[src/rtl/cfgl_pkg.sv]
package cfgl_pkg;

  typedef enum logic [1:0] {
    TERM_HIZ = 2'd0,
    TERM_PDN = 2'd1,
    TERM_PUP = 2'd2,
    TERM_BIT = 2'd3
  } term_e;

  // Converts a duration in ns to clock ticks, with a floor of one tick.
  function automatic int ticks_of(input longint khz, input longint ns);
    longint t;
    t = (khz * ns) / 64'd1000000;
    if (t < 1) return 1;
    return int'(t);
  endfunction

endpackage

[src/rtl/cfgl_sync.sv]
module cfgl_sync #(
  parameter int             W       = 1,
  parameter int             STAGES  = 2,
  parameter logic [W-1:0]   RST_VAL = '0
) (
  input  logic         clk,
  input  logic         rst_n,
  input  logic [W-1:0] d,
  output logic [W-1:0] q
);

  logic [W-1:0] pipe_q [STAGES];
  logic [W-1:0] pipe_d [STAGES];

  always_comb begin
    pipe_d[0] = d;
    for (int i = 1; i < STAGES; i++) pipe_d[i] = pipe_q[i-1];
  end

  always_ff @(posedge clk or negedge rst_n) begin
    if (!rst_n) begin
      for (int i = 0; i < STAGES; i++) pipe_q[i] <= RST_VAL;
    end else begin
      for (int i = 0; i < STAGES; i++) pipe_q[i] <= pipe_d[i];
    end
  end

  assign q = pipe_q[STAGES-1];

endmodule

[src/rtl/cfgl_guard.sv]
module cfgl_guard #(
  parameter int HOLD_TICKS = 200,
  parameter int SAG_TICKS  = 9
) (
  input  logic clk,
  input  logic rst_n,
  input  logic low_s,
  output logic wr_ok,
  output logic sag_clr
);

  localparam int HW = $clog2(HOLD_TICKS + 1);
  localparam int SW = $clog2(SAG_TICKS + 1);
  localparam logic [HW-1:0] HOLD_LOAD = HW'(HOLD_TICKS);
  localparam logic [SW-1:0] SAG_TOP   = SW'(SAG_TICKS);

  logic [HW-1:0] hold_q, hold_d;
  logic [SW-1:0] sag_q, sag_d;

  assign sag_clr = (sag_q == SAG_TOP);
  assign wr_ok   = (hold_q == '0);

  always_comb begin
    if (!low_s)              sag_d = '0;
    else if (sag_q == SAG_TOP) sag_d = sag_q;
    else                     sag_d = sag_q + 1'b1;
  end

  always_comb begin
    if (sag_clr)             hold_d = HOLD_LOAD;
    else if (hold_q != '0)   hold_d = hold_q - 1'b1;
    else                     hold_d = hold_q;
  end

  always_ff @(posedge clk or negedge rst_n) begin
    if (!rst_n) begin
      hold_q <= HOLD_LOAD;
      sag_q  <= '0;
    end else begin
      hold_q <= hold_d;
      sag_q  <= sag_d;
    end
  end


  hold_reload_chk: assert property (@(posedge clk) disable iff (!rst_n)
    sag_clr |=> !wr_ok);


  sag_source_chk: assert property (@(posedge clk) disable iff (!rst_n)
    $rose(sag_clr) |-> $past(low_s));

endmodule

[src/rtl/cfgl_shreg.sv]
module cfgl_shreg #(
  parameter int CH = 8
) (
  input  logic        clk,
  input  logic        rst_n,
  input  logic        clr,
  input  logic        wr_ok,
  input  logic        sclk_s,
  input  logic        cs_n_s,
  input  logic        sel_s,
  input  logic        sdi_s,
  output logic        sdo,
  output logic        sdo_oe,
  output logic [CH:0] lat_q,
  output logic        cfgd_q
);

  localparam int NB = CH + 1;

  logic          sclk_d, csn_d;
  logic [NB-1:0] sr_q, sr_d;
  logic [NB-1:0] lat_d;
  logic          cfgd_d;
  logic          sclk_rise, cs_rise, shift_en, load_en;

  always_comb begin
    sclk_rise = sclk_s & ~sclk_d;
    cs_rise   = cs_n_s & ~csn_d;
    shift_en  = sclk_rise & ~cs_n_s & ~sel_s;
    load_en   = cs_rise & ~sel_s & wr_ok;
  end

  always_comb begin
    sr_d   = sr_q;
    lat_d  = lat_q;
    cfgd_d = cfgd_q;
    if (clr) begin
      sr_d   = '0;
      lat_d  = '0;
      cfgd_d = 1'b0;
    end else begin
      if (shift_en) sr_d = {sr_q[NB-2:0], sdi_s};
      if (load_en) begin
        lat_d  = sr_q;
        cfgd_d = 1'b1;
      end
    end
  end

  always_ff @(posedge clk or negedge rst_n) begin
    if (!rst_n) begin
      sclk_d <= 1'b0;
      csn_d  <= 1'b1;
      sr_q   <= '0;
      lat_q  <= '0;
      cfgd_q <= 1'b0;
    end else begin
      sclk_d <= sclk_s;
      csn_d  <= cs_n_s;
      sr_q   <= sr_d;
      lat_q  <= lat_d;
      cfgd_q <= cfgd_d;
    end
  end

  assign sdo    = sr_q[NB-1];
  assign sdo_oe = ~cs_n_s & ~sel_s;


  shift_in_chk: assert property (@(posedge clk) disable iff (!rst_n)
    (shift_en && !clr) |=> (sr_q[0] == $past(sdi_s)));


  shift_out_chk: assert property (@(posedge clk) disable iff (!rst_n)
    (shift_en && !clr) |=> (sdo == $past(sr_q[NB-2])));


  idle_hold_chk: assert property (@(posedge clk) disable iff (!rst_n)
    (!shift_en && !clr) |=> $stable(sr_q));


  latch_hold_chk: assert property (@(posedge clk) disable iff (!rst_n)
    (!load_en && !clr) |=> ($stable(lat_q) && $stable(cfgd_q)));


  holdoff_block_chk: assert property (@(posedge clk) disable iff (!rst_n)
    (cs_rise && !sel_s && !wr_ok && !clr) |=> ($stable(lat_q) && $stable(cfgd_q)));


  clear_chk: assert property (@(posedge clk) disable iff (!rst_n)
    clr |=> (lat_q == '0 && !cfgd_q && sr_q == '0));

endmodule

[src/rtl/cfgl_term.sv]
module cfgl_term
  import cfgl_pkg::*;
#(
  parameter int CH = 8
) (
  input  logic [CH:0]   lat_q,
  input  logic          cfgd_q,
  output logic [CH-1:0] pull_up_en,
  output logic [CH-1:0] pull_dn_en,
  output logic [CH-1:0] test_stim,
  output logic          test_mode
);

  assign test_mode = cfgd_q & lat_q[CH];

  for (genvar n = 0; n < CH; n++) begin : g_chan
    term_e mode;
    always_comb begin
      if (!cfgd_q)        mode = TERM_HIZ;
      else if (lat_q[CH]) mode = TERM_BIT;
      else if (lat_q[n])  mode = TERM_PUP;
      else                mode = TERM_PDN;
      pull_up_en[n] = (mode == TERM_PUP);
      pull_dn_en[n] = (mode == TERM_PDN);
      test_stim[n]  = (mode == TERM_BIT) & lat_q[n];
    end
  end

endmodule

[src/rtl/chan_cfg_latch.sv]
module chan_cfg_latch #(
  parameter int CH          = 8,
  parameter int CLK_KHZ     = 100_000,
  parameter int HOLD_NS     = 200_000,
  parameter int SAG_NS      = 9_000,
  parameter int SYNC_STAGES = 2
) (
  input  logic          clk,
  input  logic          rst_n,
  input  logic          sclk,
  input  logic          cs_n,
  input  logic          sel_data,
  input  logic          sdi,
  input  logic          supply_low,
  output logic          sdo,
  output logic          sdo_oe,
  output logic [CH-1:0] pull_up_en,
  output logic [CH-1:0] pull_dn_en,
  output logic [CH-1:0] test_stim,
  output logic          test_mode
);

  localparam int HOLD_TICKS = cfgl_pkg::ticks_of(CLK_KHZ, HOLD_NS);
  localparam int SAG_TICKS  = cfgl_pkg::ticks_of(CLK_KHZ, SAG_NS);
  localparam int NIN        = 5;
  localparam logic [NIN-1:0] IN_RST = 5'b00110;

  logic [1:0]     rst_pipe;
  logic           rst_int_n;
  logic [NIN-1:0] pins_s;
  logic           sclk_s, cs_n_s, sel_s, sdi_s, low_s;
  logic           wr_ok, sag_clr;
  logic [CH:0]    lat_q;
  logic           cfgd_q;

  always_ff @(posedge clk or negedge rst_n) begin
    if (!rst_n) rst_pipe <= 2'b00;
    else        rst_pipe <= {rst_pipe[0], 1'b1};
  end
  assign rst_int_n = rst_pipe[1];

  cfgl_sync #(
    .W       (NIN),
    .STAGES  (SYNC_STAGES),
    .RST_VAL (IN_RST)
  ) i_sync (
    .clk   (clk),
    .rst_n (rst_int_n),
    .d     ({supply_low, sdi, sel_data, cs_n, sclk}),
    .q     (pins_s)
  );

  assign {low_s, sdi_s, sel_s, cs_n_s, sclk_s} = pins_s;

  cfgl_guard #(
    .HOLD_TICKS (HOLD_TICKS),
    .SAG_TICKS  (SAG_TICKS)
  ) i_guard (
    .clk     (clk),
    .rst_n   (rst_int_n),
    .low_s   (low_s),
    .wr_ok   (wr_ok),
    .sag_clr (sag_clr)
  );

  cfgl_shreg #(
    .CH (CH)
  ) i_shreg (
    .clk    (clk),
    .rst_n  (rst_int_n),
    .clr    (sag_clr),
    .wr_ok  (wr_ok),
    .sclk_s (sclk_s),
    .cs_n_s (cs_n_s),
    .sel_s  (sel_s),
    .sdi_s  (sdi_s),
    .sdo    (sdo),
    .sdo_oe (sdo_oe),
    .lat_q  (lat_q),
    .cfgd_q (cfgd_q)
  );

  cfgl_term #(
    .CH (CH)
  ) i_term (
    .lat_q      (lat_q),
    .cfgd_q     (cfgd_q),
    .pull_up_en (pull_up_en),
    .pull_dn_en (pull_dn_en),
    .test_stim  (test_stim),
    .test_mode  (test_mode)
  );


  pull_excl_chk: assert property (@(posedge clk) disable iff (!rst_int_n)
    (pull_up_en & pull_dn_en) == '0);


  bit_nopull_chk: assert property (@(posedge clk) disable iff (!rst_int_n)
    test_mode |-> (pull_up_en == '0 && pull_dn_en == '0));


  unconfigured_hiz_chk: assert property (@(posedge clk) disable iff (!rst_int_n)
    !cfgd_q |-> (pull_up_en == '0 && pull_dn_en == '0 && test_stim == '0 && !test_mode));

endmodule

[config.mk]
export PLATFORM = sky130hd
export DESIGN_NAME = chan_cfg_latch
export DESIGN_NICKNAME = d
export VERILOG_FILES = /design/src/rtl/cfgl_pkg.sv /design/src/rtl/cfgl_sync.sv /design/src/rtl/cfgl_guard.sv /design/src/rtl/cfgl_shreg.sv /design/src/rtl/cfgl_term.sv /design/src/rtl/chan_cfg_latch.sv
export SDC_FILE = /design/constraint.sdc
export NUM_CORES = 1
export LEC_CHECK = 0
export ABC_AREA = 0
export BUFFER_PORTS_ARGS = -buffer_cell sky130_fd_sc_hd__buf_2
export CORE_MARGIN = 1.5
export CORE_UTILIZATION = 60
export CTS_BUF_LIST = sky130_fd_sc_hd__clkbuf_4 sky130_fd_sc_hd__clkbuf_8
export DETAILED_ROUTE_END_ITERATION = 7
export GPL_ROUTABILITY_DRIVEN = 0
export PLACE_DENSITY = 0.82
export SYNTH_ARGS = -nofsm -noshare
export SYNTH_HDL_FRONTEND = slang
export SYNTH_HIERARCHICAL = 1
export SYNTH_SLANG_ARGS = --single-unit
[constraint.sdc]
create_clock -name clk -period 4.99 [get_ports clk]
set_input_delay 0.998 -clock clk [delete_from_list [all_inputs] [get_ports clk]]
set_output_delay 0.998 -clock clk [all_outputs]
set_load 0.05 [all_outputs]
==> results of run 1 <==
==> flip-flops by register name, summed over array words and instances, names as in the netlist <==
name            cells
i_guard/hold_q     15
i_guard/sag_q      10
i_shreg/cfgd_q      1
i_shreg/csn_d       1
i_shreg/lat_q       9
i_shreg/sclk_d      1
i_shreg/sr_q        9
i_sync/pipe_d       5
i_sync/q            5
rst_pipe            2
==> area by class of cell <==
class | count | area [µm²]
clock buffer | 11 | 145
sequential | 58 | 1470
clock inverter | 5 | 77.6
fill | 312 | 1230
tap | 52 | 65.1
multi-input combinational | 170 | 1250
inverter | 8 | 30.0
timing repair buffer | 35 | 180
==> power groups by stage <==
stage / sequential [mW] / combinational (mW) / clock, mW
6_report: 0.538 / 0.233 / 0.475
5_1_grt: 0.543 / 0.249 / 0.508
4_1_cts: 0.538 / 0.235 / 0.490
3_5_place_dp: 0.546 / 0.234 / 0
3_3_place_gp: 0.544 / 0.229 / 0
2_1_floorplan: 0.545 / 0.184 / 0
==> placed cells by master, fill, tap and decap left out, types with 6 or more instances in the layout <==
cell,instances
nand2b_1,19
dfrtp_1,47
and2_1,7
or4_1,7
nand2_1,8
inv_1,8
nor3b_2,8
and3b_1,9
clkbuf_8,10
or3_1,8
a21oi_1,7
mux2i_1,18
nand3_1,6
nor2_1,8
and3_1,12
dfstp_2,10
buf_2,33
o21ai_0,7
==> routing by layer <==
layer | vias to the layer above | global-route usage
li1 | 957 | -
met1 | 946 | 0.263
met2 | 54 | 0.309
met3 | 4 | 0.0745
met4 | 0 | 0.0860
met5 | - | 0
==> kinds of logic after synthesis <==
family	Yosys count
buf+inv	21
fa+ha+maj	3
xor+xnor	8
mux	19
flops	58
other cells	1
compound gates	26
simple gates	113
==> worst paths after layout <==
path | start | to | slack (ns)
max | i_shreg/lat_q[8] | test_stim[3] | 2.35
max in group asynchronous | rst_pipe[1] | i_guard/hold_q[1] | 4.14
max reg2reg | i_guard/sag_q[0] | i_guard/hold_q[2] | 2.51
min in group asynchronous | rst_pipe[1] | i_sync/q[3] | 0.39
min | i_sync/pipe_d[0] | i_sync/q[0] | 0.35
min reg2reg | i_sync/pipe_d[0] | i_sync/q[0] | 0.35
==> out/metrics.csv, run 1 <==
stage,metric,value,unit
clocking,Clock transition at path regs,0.07,ns
min_path,Hold Path Class,flop to flop,
clocking,Post-CTS Setup Inserts,0,
sta,Slew @ Worst Pin,0.843,ns
placed_design,Area after DPL,0.00299,mm²
clocking,clk buf depth,2,
sta,Fin. Hold Viols,0,
global_route,global-route wire length before repair,8050,µm
detailed_routing,drt wl/cell,13.7,µm
logic_synthesis,Synth area leaders,"dfrtp_1 (42%), dfstp_2 (9.3%), mux2i_1 (6.4%)",
pwr,Clk pwr share,0.381,
clocking,CTS Hold Bufs,0,
logic_synthesis,largest family of logic cells by synthesized area,simple AND/OR/NAND/NOR gates,
setup_path,Critical-path top delay cell,dfrtp_1,
global_route,antenna violations before repair,0,
pwr,Seq pwr share,0.432,
logic_synthesis,"FFs w/ async S/R, synth",1.00,
logic_synthesis,Synth Area in Compound Gates,0.0593,
detailed_routing,Via density,5.78,
logic_synthesis,Post-Synth Simple-Gate Area,0.277,
final_layout,ratio of cells with drive above 1 in the final layout,0.272,
logic_synthesis,register bit total from synthesis,58,
sta,Tmin final,2.64,ns
detailed_routing,antenna violation net count after detailed routing,0,
detailed_routing,Top Layer Used,met4,
sta,f_max,0.379,GHz
clocking,Num CTS Buffers,9,
detailed_routing,Remaining DRCs,1,
pwr,Worst IR Drop VDD,0.400,mV
flow_run,maxcap violations,0,
setup_path,Setup crit end kind,output pin,
setup_path,crit-path max cell delay,0.80,ns
clocking,# H-tree levels,3,
setup_path,worst reg-to-reg path cell count,7,
logic_synthesis,"Top FF cell, synth",dfrtp_1,
setup_path,Stages on worst setup path,2,
detailed_routing,drt total wl,4660,µm
sta,slew margin rel.,0.437,
clocking,clk sinks,58,
setup_path,WP buf/inv,1,
detailed_routing,routed wl met3,255,µm
pwr,Total Power,1.25,mW
setup_path,WP data arrival,1.64,ns
logic_synthesis,Syn Nets,259,
setup_path,Worst setup SP type,flop,
final_layout,Finished Layout Cells,339,
sta,setup ws final,2.35,ns
sta,clock skew,0.00829,ns
logic_synthesis,Post-Syn Area,0.00283,mm²
detailed_routing,detailed-route via count,1961,
placed_design,pre-CTS setup slack,2.52,ns
pwr,Net Sw Frac,0.300,
sta,final worst path period share,0.529,
sta,RSZ-0062 raised after global routing,no,
logic_synthesis,Synth Instances,249,
sta,setup TNS after final layout,0,ns
floorplanning,CORE AREA,0.00444,mm²
final_layout,diode count,0,
detailed_routing,routed length on met2,2170,µm
clocking,TritonCTS clock tree,yes,
global_route,vias in the first global route,1812,
logic_synthesis,largest area contributor in the netlist,dfrtp_1,
placed_design,Placed Instances,323,
logic_synthesis,"Warnings, synthesis",6,
floorplanning,Die Ht,71.6,µm
placed_design,input/output buffers,33,
pwr,leakage,1.57,nW
setup_path,CP required,3.99,ns
final_layout,fin area,0.00322,mm²
pwr,sw power,373,µW
final_layout,Final nets,292,
outcome,status,"complete, but fails checks",
detailed_routing,router iterations before antenna repair,8,
sta,worst hold-check slack,0.350,ns
floorplanning,I/O pin cnt,34,
sta,final setup vio count,0,
floorplanning,Die ar.,0.00513,mm²
logic_synthesis,XOR/XNOR Fraction of Synth Area,0.0248,
setup_path,Crit path max-delay family,flip-flops,
floorplanning,die width,71.6,µm
outcome,failing checks,DRC,
setup_path,crit path kind,flop to output pin,
global_route,overall global routing resource usage,0.202,
floorplanning,row count,24,
logic_synthesis,post-synthesis adder-cell area fraction,0.0133,
clocking,CTS root buffer,clkbuf_8,
logic_synthesis,Post-synth top cells,"dfrtp_1 (48), nand2b_1 (19), mux2i_1 (18)",
logic_synthesis,Cell variety after synth,48,
global_route,pin count of the biggest net entering global routing,57,
setup_path,worst path cell trace,"and3_1, buf_2",
pwr,power density cells,387,mW/mm²
logic_synthesis,number of flops mapped to enable cells by yosys,0,
setup_path,Critical Path Fanout Max,26,
logic_synthesis,most common cell in the netlist,dfrtp_1,
min_path,Cells on Worst Hold Path,0,
detailed_routing,initial DRC count,96,
placed_design,HPWL Detailed,3090,µm
pwr,internal cell power,872,µW
global_route,GRT overflow,0,
sta,fin. max-slew vios,0,
logic_synthesis,register area share after synthesis,0.518,
detailed_routing,wl on met1,2200,µm
clocking,post-cts resize count,0,
floorplanning,initial core utilization,0.636,
logic_synthesis,post-synth top area share,0.425,
final_layout,area growth from synthesis to layout,13.8,%
logic_synthesis,syn_area_per_cell,11.4,µm²
pwr,Comb pwr share,0.187,
final_layout,Util after Layout,0.724,
logic_synthesis,post-synthesis mux area share,0.0677,
clocking,"Clk Latency, worst-skew pair",0.33,ns
No activity file was read; power rests on OpenSTA's default activity.
==> inputs of run 2 (changes only) <==
--- a/config.mk
+++ b/config.mk
@@ -8,11 +8,11 @@
 export ABC_AREA = 0
 export BUFFER_PORTS_ARGS = -buffer_cell sky130_fd_sc_hd__buf_2
 export CORE_MARGIN = 1.5
-export CORE_UTILIZATION = 60
+export CORE_UTILIZATION = 54
 export CTS_BUF_LIST = sky130_fd_sc_hd__clkbuf_4 sky130_fd_sc_hd__clkbuf_8
 export DETAILED_ROUTE_END_ITERATION = 7
 export GPL_ROUTABILITY_DRIVEN = 0
-export PLACE_DENSITY = 0.82
+export PLACE_DENSITY = 0.78
 export SYNTH_ARGS = -nofsm -noshare
 export SYNTH_HDL_FRONTEND = slang
 export SYNTH_HIERARCHICAL = 1
==> constraint.sdc (replaced) <==
create_clock -name clk -period 2.4 [get_ports clk]
set_input_delay 0.48 -clock clk [delete_from_list [all_inputs] [get_ports clk]]
set_output_delay 0.48 -clock clk [all_outputs]
set_load 0.05 [all_outputs]
==> out/metrics.csv, run 2 (synthesized netlist as in run 1, its figures left out) <==
stage,metric,value,unit,change
detailed_routing,Remaining DRCs,0,,was 1
floorplanning,CORE AREA,0.00507,mm²,was 0.00444 mm²
min_path,Hold Startpoint,cs_n,,was i_sync/pipe_d[0]
setup_path,reg2reg start,i_guard/hold_q[0],,was i_guard/sag_q[0]
floorplanning,I/O pin cnt,34,,unchanged
final_layout,Util after Layout,0.650,,was 0.724
floorplanning,Die ar.,0.00568,mm²,was 0.00513 mm²
placed_design,Area after DPL,0.00307,mm²,was 0.00299 mm²
global_route,vias in the first global route,1660,,"was 1,812"
global_route,pin count of the biggest net entering global routing,31,,was 57
sta,Fin. Hold Viols,0,,unchanged
placed_design,pre-CTS setup slack,0.210,ns,was 2.52 ns
sta,setup ws final,0.206,ns,was 2.35 ns
detailed_routing,drt wl/cell,13.5,µm,was 13.7 µm
final_layout,Largest register FFs,15,,unchanged
sta,clock skew,0.0110,ns,was 0.00829 ns
outcome,status,finished clean,,"was complete, but fails checks"
sta,f_max,0.456,GHz,
detailed_routing,Via density,5.30,,was 5.78
global_route,global-route wire length before repair,7930,µm,was 8050 µm
pwr,leakage,1.61,nW,was 1.57 nW
detailed_routing,initial DRC count,156,,was 96
placed_design,input/output buffers,33,,unchanged
min_path,Worst Hold End,i_sync/pipe_d[1],,was i_sync/q[0]
final_layout,ratio of cells with drive above 1 in the final layout,0.286,,was 0.272
detailed_routing,detailed-route via count,1929,,"was 1,961"
sta,worst hold-check slack,0.245,ns,was 0.350 ns
sta,final setup vio count,0,,unchanged
final_layout,area growth from synthesis to layout,16.7,%,was 13.8%
pwr,Worst IR Drop VDD,0.641,mV,was 0.400 mV
clocking,clk sinks,58,,unchanged
min_path,Hold Path Class,input port to flop,,was flop to flop
clocking,Clock transition at path regs,0.06,ns,was 0.07 ns
flow_run,maxcap violations,0,,unchanged
setup_path,Critical Path Fanout Max,10,,was 26
detailed_routing,router iterations before antenna repair,4,,was 8
clocking,# H-tree levels,3,,unchanged
floorplanning,die width,75.3,µm,was 71.6 µm
placed_design,HPWL Detailed,3430,µm,was 3090 µm
sta,slew margin rel.,0.553,,was 0.437
floorplanning,initial core utilization,0.557,,was 0.636
setup_path,CP required,2.65,ns,was 3.99 ns
clocking,CTS root buffer,clkbuf_8,,unchanged
final_layout,Reg with most FFs,i_guard/hold_q,,unchanged
global_route,GRT overflow,0,,unchanged
clocking,clk buf depth,2,,unchanged
sta,RSZ-0062 raised after global routing,no,,unchanged
setup_path,Reg-to-Reg End,i_shreg/lat_q[8],,was i_guard/hold_q[2]
setup_path,WP data arrival,2.44,ns,was 1.64 ns
setup_path,crit path kind,flop to flop,,was flop to output pin
final_layout,"most common cell after layout, fill and taps aside",dfrtp_1,,unchanged
sta,Slew @ Worst Pin,0.671,ns,was 0.843 ns
setup_path,Setup crit end kind,flop,,was output pin
detailed_routing,antenna violation net count after detailed routing,0,,unchanged
sta,fin. max-slew vios,0,,unchanged
setup_path,worst reg-to-reg path cell count,6,,was 7
final_layout,most frequent cells in the layout,"dfrtp_1 (47), buf_2 (33), nand2b_1 (19), mux2i_1 (18), and3_1 (12)",,unchanged
floorplanning,row count,26,,was 24
sta,final worst path period share,0.914,,
clocking,Num CTS Buffers,9,,unchanged
setup_path,r2r setup slk,0.21,ns,was 2.51 ns
pwr,power density cells,778,mW/mm²,was 387 mW/mm²
clocking,TritonCTS clock tree,yes,,unchanged
final_layout,fin area,0.00330,mm²,was 0.00322 mm²
sta,Tmin final,2.19,ns,
clocking,"Clk Latency, worst-skew pair",0.33,ns,about the same
min_path,Cells on Worst Hold Path,1,,was 0
floorplanning,Die Ht,75.3,µm,was 71.6 µm
final_layout,Final nets,299,,was 292
global_route,antenna violations before repair,0,,unchanged
sta,setup TNS after final layout,0,ns,unchanged
global_route,overall global routing resource usage,0.191,,was 0.202
setup_path,Worst setup SP type,flop,,unchanged
final_layout,diode count,0,,unchanged
final_layout,top flop regs,"i_guard/hold_q x15, i_guard/sag_q x10",,unchanged
detailed_routing,drt total wl,4930,µm,was 4660 µm
-- run 2: stage by stage --
stage / std cells / power (mW)
CTS: 364 / 2.60
global placement: 347 / 1.61
finish: 364 / 2.56
floorplan: 249 / 1.51
detailed placement: 347 / 1.62
global route: 364 / 2.69
-- run 2: repair_timing --
item / CTS / global route
buffers inserted: 0 / 0
hold buffers: 1 / 0
hold endpoints to repair: 2 / 0
gates resized for setup: 0 / 0
-- run 2: worst max path at each step --
stage               cells past startpoint              start  slack, ns               end
floorplan                               7  i_guard/hold_q[0]       0.19  i_shreg/lat_q[8]
global placement                        6  i_guard/hold_q[0]       0.30  i_shreg/lat_q[2]
detailed placement                      6  i_guard/hold_q[0]       0.21  i_shreg/lat_q[8]
CTS                                     6  i_guard/hold_q[0]       0.19  i_shreg/lat_q[8]
global route                            6  i_guard/hold_q[0]       0.11  i_shreg/lat_q[0]
finish                                  6  i_guard/hold_q[0]       0.21  i_shreg/lat_q[8]
-- run 2: per-layer routing --
metal	vias up	wire length (µm)	GRT usage
met2	45	2240	0.284
li1	966	-	-
met3	4	221	0.0675
met4	0	46	0.0734
met5	-	0	0
met1	914	2420	0.261
-- run 2: area by class of cell --
cell class	count	area [µm²]
flip-flops and latches	58	1470
clock inverters	6	82.6
inverters	8	30.0
multi-input cells	170	1250
well taps	70	87.6
repair buffers	42	248
fillers	414	1780
clock buffers	10	131
-- run 2: power by group --
group / leakage (nW) / internal (mW) / total (mW) / switching [mW]
combinational: 0.764 / 0.136 / 0.476 / 0.340
clock: 0.109 / 0.590 / 0.959 / 0.369
sequential: 0.734 / 1.06 / 1.13 / 0.0696
total: 1.61 / 1.79 / 2.56 / 0.779
-- run 2: critical path: stages (launching register included) --
cell and delay, ns:
dfrtp_1 0.38, inv_1 0.09, ha_1 0.18, or4b_2 0.64, nor4_4 0.19, and4bb_4 0.41, mux2i_1 0.23
==> inputs of run 3 (changes only) <==
--- a/config.mk
+++ b/config.mk
@@ -8,11 +8,11 @@
 export ABC_AREA = 0
 export BUFFER_PORTS_ARGS = -buffer_cell sky130_fd_sc_hd__buf_2
 export CORE_MARGIN = 1.5
-export CORE_UTILIZATION = 54
-export CTS_BUF_LIST = sky130_fd_sc_hd__clkbuf_4 sky130_fd_sc_hd__clkbuf_8
+export CORE_UTILIZATION = 52
 export DETAILED_ROUTE_END_ITERATION = 7
 export GPL_ROUTABILITY_DRIVEN = 0
-export PLACE_DENSITY = 0.78
+export GPL_TIMING_DRIVEN = 0
+export PLACE_DENSITY = 0.75
 export SYNTH_ARGS = -nofsm -noshare
 export SYNTH_HDL_FRONTEND = slang
 export SYNTH_HIERARCHICAL = 1
==> out/metrics.csv, run 3 (synthesized netlist as in run 1, its figures left out) <==
stage,metric,value,unit,change
outcome,status,finished clean,,unchanged
floorplanning,I/O pin cnt,34,,unchanged
floorplanning,Die ar.,0.00589,mm²,was 0.00568 mm²
clocking,TritonCTS clock tree,yes,,unchanged
setup_path,crit path kind,flop to flop,,unchanged
setup_path,Critical Path Fanout Max,10,,unchanged
pwr,Worst IR Drop VDD,0.483,mV,was 0.641 mV
final_layout,"most common cell after layout, fill and taps aside",dfrtp_1,,unchanged
final_layout,Largest register FFs,15,,unchanged
detailed_routing,Via density,5.44,,was 5.30
clocking,clk buf depth,2,,unchanged
setup_path,Setup crit end kind,flop,,unchanged
sta,fin. max-slew vios,0,,unchanged
detailed_routing,drt wl/cell,13.7,µm,was 13.5 µm
pwr,leakage,1.62,nW,was 1.61 nW
detailed_routing,Remaining DRCs,0,,unchanged
final_layout,Reg with most FFs,i_guard/hold_q,,unchanged
final_layout,area growth from synthesis to layout,18.1,%,was 16.7%
final_layout,most frequent cells in the layout,"dfrtp_1 (47), buf_2 (36), nand2b_1 (19), mux2i_1 (18), and3_1 (12)",,"was dfrtp_1 (47), buf_2 (33), nand2b_1 (19), mux2i_1 (18), and3_1 (12)"
global_route,global-route wire length before repair,9000,µm,was 7930 µm
flow_run,maxcap violations,0,,unchanged
clocking,"Clk Latency, worst-skew pair",0.34,ns,was 0.33 ns
detailed_routing,initial DRC count,134,,was 156
sta,Fin. Hold Viols,0,,unchanged
setup_path,Worst setup SP type,flop,,unchanged
min_path,Hold Path Class,flop to asynchronous set/reset pin,,was input port to flop
sta,worst hold-check slack,0.210,ns,was 0.245 ns
clocking,Num CTS Buffers,9,,unchanged
global_route,GRT overflow,0,,unchanged
detailed_routing,router iterations before antenna repair,4,,unchanged
placed_design,Area after DPL,0.00310,mm²,was 0.00307 mm²
clocking,Clock transition at path regs,0.07,ns,was 0.06 ns
sta,final setup vio count,0,,unchanged
floorplanning,initial core utilization,0.546,,was 0.557
final_layout,fin area,0.00334,mm²,was 0.00330 mm²
final_layout,diode count,0,,unchanged
pwr,Total Power,2.59,mW,was 2.56 mW
placed_design,input/output buffers,33,,unchanged
sta,final worst path period share,0.917,,was 0.914
sta,f_max,0.454,GHz,was 0.456 GHz
global_route,overall global routing resource usage,0.196,,was 0.191
global_route,vias in the first global route,1943,,"was 1,660"
final_layout,top flop regs,"i_guard/hold_q x15, i_guard/sag_q x10",,unchanged
floorplanning,Die Ht,76.7,µm,was 75.3 µm
detailed_routing,drt total wl,5100,µm,was 4930 µm
global_route,antenna violations before repair,0,,unchanged
floorplanning,die width,76.7,µm,was 75.3 µm
detailed_routing,antenna violation net count after detailed routing,0,,unchanged
final_layout,multi-input logic area,0.00125,mm²,unchanged
global_route,pin count of the biggest net entering global routing,38,,was 31
detailed_routing,detailed-route via count,2020,,"was 1,929"
placed_design,HPWL Detailed,3410,µm,was 3430 µm
floorplanning,row count,26,,unchanged
final_layout,register area,0.00147,mm²,unchanged
final_layout,fillers,425,,was 414
sta,Tmin final,2.20,ns,was 2.19 ns
sta,RSZ-0062 raised after global routing,no,,unchanged
setup_path,WP data arrival,2.45,ns,was 2.44 ns
clocking,# H-tree levels,3,,unchanged
clocking,CTS root buffer,clkbuf_8,,unchanged
final_layout,ratio of cells with drive above 1 in the final layout,0.282,,was 0.286
final_layout,Util after Layout,0.645,,was 0.650
pwr,power density cells,777,mW/mm²,was 778 mW/mm²
floorplanning,CORE AREA,0.00517,mm²,was 0.00507 mm²
clocking,clk sinks,58,,unchanged
setup_path,CP required,2.65,ns,about the same
sta,clock skew,0.0120,ns,was 0.0110 ns
final_layout,Final nets,306,,was 299
run 3: cell count changes in the layout (fill, tap and decap cells not counted):
cell / change
buf_1: +2
buf_2: +3
buf_4: -5
buf_6: +3
clkbuf_1: +4
clkbuf_2: +1
clkbuf_4: -1
clkbuf_8: +1
clkinv_2: -1
run 3: what timing repair did:
item                                    in CTS  in global routing
hold buffers                                 1                  0
setup buffers                                1                  0
endpoints found under the setup margin      10                 20
pin swaps                                    1                  1
endpoints found under the hold margin        2                  0
gates resized for setup                      0                  2
run 3: worst paths after layout:
| path | startpoint | end | slack, ns | depth (start not counted) |
|---|---|---|---|---|
| worst min register to register | rst_pipe[1] | i_shreg/sr_q[2] | 0.21 | 0 |
| min in group clk | sel_data | i_sync/pipe_d[2] | 0.25 | 1 |
| worst max-delay path | i_guard/hold_q[0] | i_shreg/lat_q[8] | 0.20 | 7 |
| worst max register to register | i_guard/hold_q[0] | i_shreg/lat_q[8] | 0.20 | 7 |
| worst min-delay path | rst_pipe[1] | i_shreg/sr_q[2] | 0.21 | 0 |
| max in group asynchronous | rst_pipe[1] | i_sync/pipe_d[2] | 1.57 | 1 |
run 3: where the power goes:
part	internal [mW]	switching, mW	total, mW
combinational	0.138	0.346	0.484
clock	0.609	0.374	0.983
sequential	1.06	0.0661	1.13
run 3: area by class of cell:
cell class	count	area share
multi-input cells	170	0.376
clock buffers	11	0.0424
well taps	70	0.0262
inverters	8	0.00900
plain buffers	13	0.0240
repair buffers	36	0.0607
flip-flops and latches	58	0.439
clock inverters	5	0.0232
run 3: per-layer routing:
metal  GRT usage  wire [µm]  up-vias
li1            -          -      986
met1       0.260       2450      974
met2       0.296       2320       52
met3      0.0702        265        8
met4      0.0722         72        0
met5           0          0        -
run 3: stage by stage:
stage               worst slack [ns]  instances  TNS, ns
floorplan                      0.189        249        0
finish                         0.199        371        0
global route                 0.00820        371        0
global placement             -0.0538        352   -0.430
CTS                           0.0371        371        0
detailed placement            -0.102        353   -0.820
run 3: worst max-delay path: stages (launching register included):
cell,delay (ns)
dfrtp_1,0.38
inv_1,0.09
ha_1,0.18
or4b_2,0.64
nor4_4,0.19
and4bb_4,0.27
buf_6,0.17
mux2i_1,0.20
